`config.mk`:
```
export PLATFORM = sky130hd
export DESIGN_NAME = rsv_monitor
export DESIGN_NICKNAME = d
export VERILOG_FILES = /design/src/rtl/rsv_pkg.sv /design/src/rtl/rsv_resolve.sv /design/src/rtl/rsv_fail_ctr.sv /design/src/rtl/rsv_monitor.sv
export SDC_FILE = /design/constraint.sdc
export NUM_CORES = 2
export LEC_CHECK = 0
export BUFFER_PORTS_ARGS = -buffer_cell sky130_fd_sc_hd__buf_4
export CORE_ASPECT_RATIO = 0.7
export CORE_UTILIZATION = 45
export DETAILED_ROUTE_END_ITERATION = 6
export SLEW_MARGIN = 20
export SYNTH_ARGS = -nofsm -noshare
export SYNTH_HDL_FRONTEND = slang
export SYNTH_SLANG_ARGS = --single-unit
```
`constraint.sdc`:
```
create_clock -name clk -period 29.5 [get_ports clk]
set_clock_uncertainty 0.1 [all_clocks]
set_input_delay 2.95 -clock clk [delete_from_list [all_inputs] [get_ports clk]]
set_output_delay 2.95 -clock clk [all_outputs]
set_load 0.01 [all_outputs]
```
`src/rtl/rsv_pkg.sv`:
```
package rsv_pkg;

    typedef enum logic [1:0] {
        OP_LOAD       = 2'd0,
        OP_LOCK_LOAD  = 2'd1,
        OP_STORE      = 2'd2,
        OP_COND_STORE = 2'd3
    } mem_op_e;

    typedef enum logic {
        RSV_IDLE = 1'b0,
        RSV_HELD = 1'b1
    } rsv_state_e;

    localparam logic [1:0] RES_FAIL = 2'd0;
    localparam logic [1:0] RES_PASS = 2'd1;
    localparam logic [1:0] RES_UNC  = 2'd2;

endpackage

```
`src/rtl/rsv_resolve.sv`:
```
module rsv_resolve
    import rsv_pkg::*;
#(
    parameter int NUM_THR  = 4,
    parameter int ADDR_W   = 32,
    parameter int GRAN_LSB = 4
) (
    input  logic [NUM_THR-1:0]        req_vld,
    input  logic [2*NUM_THR-1:0]      req_op,
    input  logic [ADDR_W*NUM_THR-1:0] req_addr,
    input  logic [NUM_THR-1:0]        req_unc,
    input  logic [NUM_THR-1:0]        cur_held,
    input  logic [ADDR_W*NUM_THR-1:0] cur_addr,
    output logic [NUM_THR-1:0]        nxt_held,
    output logic [ADDR_W*NUM_THR-1:0] nxt_addr,
    output logic [2*NUM_THR-1:0]      sc_result,
    output logic [NUM_THR-1:0]        mem_we,
    output logic [NUM_THR-1:0]        fail_inc,
    output logic [NUM_THR-1:0]        fail_clr
);

    localparam int GW = ADDR_W - GRAN_LSB;

    // Requests are folded into the working state one thread at a time,
    // lowest index first, so later threads see earlier updates.
    always_comb begin
        mem_op_e           op;
        logic [ADDR_W-1:0] a;
        logic              go;
        nxt_held  = cur_held;
        nxt_addr  = cur_addr;
        sc_result = '0;
        mem_we    = '0;
        fail_inc  = '0;
        fail_clr  = '0;
        for (int i = 0; i < NUM_THR; i++) begin
            op = mem_op_e'(req_op[2*i +: 2]);
            a  = req_addr[i*ADDR_W +: ADDR_W];
            go = 1'b0;
            if (req_vld[i]) begin
                unique case (op)
                    OP_LOAD: ;
                    OP_LOCK_LOAD: begin
                        nxt_held[i]                = 1'b1;
                        nxt_addr[i*ADDR_W +: ADDR_W] = a;
                    end
                    OP_STORE: go = 1'b1;
                    OP_COND_STORE: begin
                        if (req_unc[i]) begin
                            sc_result[2*i +: 2] = RES_UNC;
                            go                  = 1'b1;
                            fail_clr[i]         = 1'b1;
                        end else if (nxt_held[i] &&
                                     nxt_addr[i*ADDR_W+GRAN_LSB +: GW] == a[ADDR_W-1:GRAN_LSB]) begin
                            sc_result[2*i +: 2] = RES_PASS;
                            go                  = 1'b1;
                            fail_clr[i]         = 1'b1;
                        end else begin
                            sc_result[2*i +: 2] = RES_FAIL;
                            nxt_held[i]         = 1'b0;
                            fail_inc[i]         = 1'b1;
                        end
                    end
                    default: ;
                endcase
            end
            if (go) begin
                mem_we[i] = 1'b1;
                for (int j = 0; j < NUM_THR; j++) begin
                    if (nxt_addr[j*ADDR_W+GRAN_LSB +: GW] == a[ADDR_W-1:GRAN_LSB])
                        nxt_held[j] = 1'b0;
                end
            end
        end
    end

endmodule

```
`src/rtl/rsv_fail_ctr.sv`:
```
module rsv_fail_ctr #(
    parameter int CNT_W        = 32,
    parameter int ALERT_PERIOD = 100000
) (
    input  logic clk,
    input  logic rst_n,
    input  logic inc,
    input  logic clr,
    output logic alert
);

    localparam logic [CNT_W-1:0] PERIOD_V = CNT_W'(ALERT_PERIOD);

    logic [CNT_W-1:0] cnt_q;
    logic [CNT_W-1:0] cnt_inc;
    logic             hit;

    assign cnt_inc = cnt_q + 1'b1;
    assign hit     = (cnt_inc % PERIOD_V) == '0;

    always_ff @(posedge clk) begin
        if (!rst_n) begin
            cnt_q <= '0;
            alert <= 1'b0;
        end else begin
            alert <= inc && hit;
            if (clr)
                cnt_q <= '0;
            else if (inc)
                cnt_q <= cnt_inc;
        end
    end

endmodule

```
`src/rtl/rsv_monitor.sv`:
```
module rsv_monitor
    import rsv_pkg::*;
#(
    parameter int NUM_THR      = 4,
    parameter int ADDR_W       = 32,
    parameter int GRAN_LSB     = 4,
    parameter int CNT_W        = 32,
    parameter int ALERT_PERIOD = 100000
) (
    input  logic                      clk,
    input  logic                      rst_n,
    input  logic [NUM_THR-1:0]        req_vld,
    input  logic [2*NUM_THR-1:0]      req_op,
    input  logic [ADDR_W*NUM_THR-1:0] req_addr,
    input  logic [NUM_THR-1:0]        req_unc,
    output logic [2*NUM_THR-1:0]      sc_result,
    output logic [NUM_THR-1:0]        mem_we,
    output logic [NUM_THR-1:0]        fail_alert
);

    rsv_state_e [NUM_THR-1:0]  state_q;
    logic [ADDR_W*NUM_THR-1:0] addr_q;
    logic [NUM_THR-1:0]        cur_held;
    logic [NUM_THR-1:0]        nxt_held;
    logic [ADDR_W*NUM_THR-1:0] nxt_addr;
    logic [NUM_THR-1:0]        fail_inc;
    logic [NUM_THR-1:0]        fail_clr;

    rsv_resolve #(
        .NUM_THR (NUM_THR),
        .ADDR_W  (ADDR_W),
        .GRAN_LSB(GRAN_LSB)
    ) u_resolve (
        .req_vld  (req_vld),
        .req_op   (req_op),
        .req_addr (req_addr),
        .req_unc  (req_unc),
        .cur_held (cur_held),
        .cur_addr (addr_q),
        .nxt_held (nxt_held),
        .nxt_addr (nxt_addr),
        .sc_result(sc_result),
        .mem_we   (mem_we),
        .fail_inc (fail_inc),
        .fail_clr (fail_clr)
    );

    for (genvar t = 0; t < NUM_THR; t++) begin : g_thr
        // State register: LOCK, SNOOP, SC_MISS and RESET transitions.
        always_ff @(posedge clk) begin
            if (!rst_n) begin
                state_q[t]                   <= RSV_IDLE;
                addr_q[t*ADDR_W +: ADDR_W] <= '0;
            end else begin
                state_q[t]                   <= nxt_held[t] ? RSV_HELD : RSV_IDLE;
                addr_q[t*ADDR_W +: ADDR_W] <= nxt_addr[t*ADDR_W +: ADDR_W];
            end
        end

        // Output decode of the state.
        always_comb begin
            unique case (state_q[t])
                RSV_IDLE: cur_held[t] = 1'b0;
                RSV_HELD: cur_held[t] = 1'b1;
                default:  cur_held[t] = 1'b0;
            endcase
        end

        rsv_fail_ctr #(
            .CNT_W       (CNT_W),
            .ALERT_PERIOD(ALERT_PERIOD)
        ) u_fail_ctr (
            .clk  (clk),
            .rst_n(rst_n),
            .inc  (fail_inc[t]),
            .clr  (fail_clr[t]),
            .alert(fail_alert[t])
        );
    end

endmodule

```
==> flow_metrics.env <==
export IMPL_status="finished, final reports clean"
export IMPL_max_slew_margin_pct=18.2
export IMPL_grt_ovfl_total=0
export IMPL_place_inst=8823
export IMPL_syn_area_um2=53100
export IMPL_maxCapViolations=0
export IMPL_cts_sinks=248
export IMPL_fin_nets=7461
export IMPL_hold_depth=2
export IMPL_synth_edf_count=0
export IMPL_place_gp_congestion=0.984
export IMPL_postCtsSetupBuffers=0
export IMPL_rsz0062_at_grt="false"
export IMPL_hold_path_class="register to register"
export IMPL_syn_inst=7534
export IMPL_startpoint_type="register"
export IMPL_finalNonFillerCells=8912
export IMPL_cts_buffers=34
export IMPL_clock_fmax_mhz=43.0
export IMPL_ys_types=166
export IMPL_drtIter0Drc=6433
export IMPL_htree_levels=2
export IMPL_synth_largest_area_cell="xnor2_1"
export IMPL_synthTopCellsByArea="xnor2_1 (11%), dfxtp_1 (9.3%), xor2_1 (7.2%)"
export IMPL_synth_warnings=0
export IMPL_cp_required_ps=29870
export IMPL_firstDrtPassIters=6
export IMPL_grt_max_degree=75
export IMPL_drive_gt1_share_pct=9.91
export IMPL_grt_antenna_before_repair=46
export IMPL_cpMostUsedCell="nor2_1"
export IMPL_cp_max_fo=26
export IMPL_dr_total_vias=58100
export IMPL_leakagePower_nw=19.7
export IMPL_rows=105
export IMPL_period_share_pct=78.8
export IMPL_grt_pass1_wl_mm=295
export IMPL_insertion_delay_ps=610
export IMPL_design_area_um2=55900
export IMPL_placed_cell_area_um2=54600
export IMPL_drc=0
export IMPL_seq_area_frac_synth_pct=9.34
export IMPL_cts_resized=0
export IMPL_crit_type="register to register"
export IMPL_grt_pass1_vias=50200
export IMPL_die_height_um=290
export IMPL_io_buffer_count=145
export IMPL_slowest_delay_ps=840
export IMPL_synth_top_area_share_pct=11.1
export IMPL_synth_nets=7687
export IMPL_tns_ps=0
export IMPL_worst_r2r_cell_count=63
export IMPL_cts_path_max_buffers=3
export IMPL_vdd_drop_max_mv=0.0279
export IMPL_p_per_area_nw_per_um2=17.1
export IMPL_cts_hold_buffers=0
export IMPL_cts_tree="done"
export IMPL_synth_area_per_cell_um2=7.05
export IMPL_clk_pin_slew_worst_paths_ps=70
export IMPL_hold_violations=0
export IMPL_cts_root_buf="clkbuf_16"
export IMPL_area_growth_pct=5.16
export IMPL_dp_hpwl_mm=152
export IMPL_via_per_inst=6.52
export IMPL_worstSetupEndpointType="register"
export IMPL_synth_seq_cells=248
export IMPL_cp_arrival_ps=23630
export IMPL_async_flop_share_pct=0
export IMPL_ys_dominant_reg_cell="dfxtp_1"
export IMPL_routedWlPerCell_um=21.5
export IMPL_core_area_um2=117000
export IMPL_ant_nets=0
export IMPL_start_util_pct=45.3
export IMPL_die_area_um2=119000
export IMPL_worst_pin_slew_ps=1200
export IMPL_setup_viol=0
export IMPL_slew_violations=0
export IMPL_ios=162
export IMPL_die_w_um=413
export IMPL_hold_slack_ps=399
export IMPL_drt_total_wl_mm=192
export IMPL_grt_usage_pct=30.3
export IMPL_fin_crit_ps=23260
export IMPL_cpMaxStageDelayCell="nor2_1"
[synth_stat cells, drive strengths merged (80+ instances only)]
master,instances
and2,109
nand2,706
nand4,198
nor3,253
clkbuf,302
or3,109
dfxtp,248
xor2,440
nand3,291
xnor2,675
and3,99
mux2,80
nor2b,123
o21ai,423
inv,93
mux2i,261
a211oi,125
a31oi,121
buf,166
o211ai,110
a21oi,432
nor2,697
nor4,158
[worst max-delay path, delay by kind of cell (launching register included)]
| family | cells | cell delay [ps] |
|---|---|---|
| simple gates | 24 | 7580 |
| fa+ha+maj | 1 | 310 |
| mux | 2 | 560 |
| flops | 1 | 490 |
| xor+xnor | 4 | 1340 |
| compound gates | 32 | 12670 |
[per-layer routing]
metal | vias up | track usage (%) | routed length (um)
met1 | 27800 | 46.8 | 93400
met3 | 247 | 6.44 | 19000
li1 | 27800 | - | -
met2 | 2246 | 42.6 | 75900
met4 | 46 | 4.85 | 3170
met5 | - | 0 | 258
[cell families (layout without fill, tap and decap cells)]
logic type	Yosys count	after routing	share of synthesized area, %
other	0	28	0
multiplexers	344	344	6.83
XOR/XNOR	1115	1115	18.5
adder cells (fa/ha/maj)	38	38	0.753
flip-flops	248	248	9.34
AO/OA/AOI/OAI	2178	2178	30.2
AND/OR/NAND/NOR	3048	3048	29.8
buffers and inverters	563	362	4.53
[sequential cells by signal, indices dropped and copies added, names as in the netlist]
register and cells:
addr_q 112, g_thr.u_fail_ctr.alert 4, state_q 4, g_thr.u_fail_ctr.cnt_q 128
[layout make-up]
class	count	area, um2
clock buffers	47	980
repair buffers	206	1550
inverters	95	357
flip-flops and latches	248	4960
diodes	28	70.1
fillers	12000	61300
well taps	1551	1940
multi-input cells	6723	45800
clock inverters	14	189
[stage by stage]
step                utilization (%)  setup slack (ps)  power (mW)
global placement               46.6              7000       0.521
detailed placement             46.6              6700       0.522
CTS                            47.6              6600       0.963
global route                   47.6              4500       0.990
finish                         47.7              6240       0.958
floorplan                         -             12750       0.466
[worst paths after layout]
path / startpoint / endpoint / slack, ps
max: g_thr[3].u_fail_ctr.cnt_q[0] / g_thr[3].u_fail_ctr.alert / 6240
min: g_thr[2].u_fail_ctr.cnt_q[1] / g_thr[2].u_fail_ctr.cnt_q[1] / 400
max reg2reg: g_thr[3].u_fail_ctr.cnt_q[0] / g_thr[3].u_fail_ctr.alert / 6240
min reg2reg: g_thr[2].u_fail_ctr.cnt_q[1] / g_thr[2].u_fail_ctr.cnt_q[1] / 400
[report_power, final]
| part | switching [mW] | total (mW) | internal, mW |
|---|---|---|---|
| Sequential | 0.0107 | 0.352 | 0.341 |
| Clock | 0.191 | 0.438 | 0.247 |
| Combinational | 0.103 | 0.169 | 0.0659 |
| Total | 0.305 | 0.958 | 0.653 |
[placed cells by master (no fill, tap or decap), drive strengths merged, types with 56 or more instances in the layout]
| cell | instances |
|---|---|
| nand2 | 706 |
| nor2 | 697 |
| xnor2 | 675 |
| xor2 | 440 |
| a21oi | 432 |
| o21ai | 423 |
| nand3 | 291 |
| mux2i | 261 |
| nor3 | 253 |
| dfxtp | 248 |
| buf | 206 |
| nand4 | 198 |
| nor4 | 158 |
| a211oi | 125 |
| nor2b | 123 |
| a31oi | 121 |
| o211ai | 110 |
| or3 | 109 |
| and2 | 109 |
| and3 | 99 |
| inv | 94 |
| mux2 | 80 |
| o31ai | 71 |
| or2 | 71 |
| o21a | 66 |
| a21boi | 64 |
| o22ai | 63 |
| nand2b | 60 |
| a21o | 56 |
No activity file was read; power rests on OpenSTA's default activity.
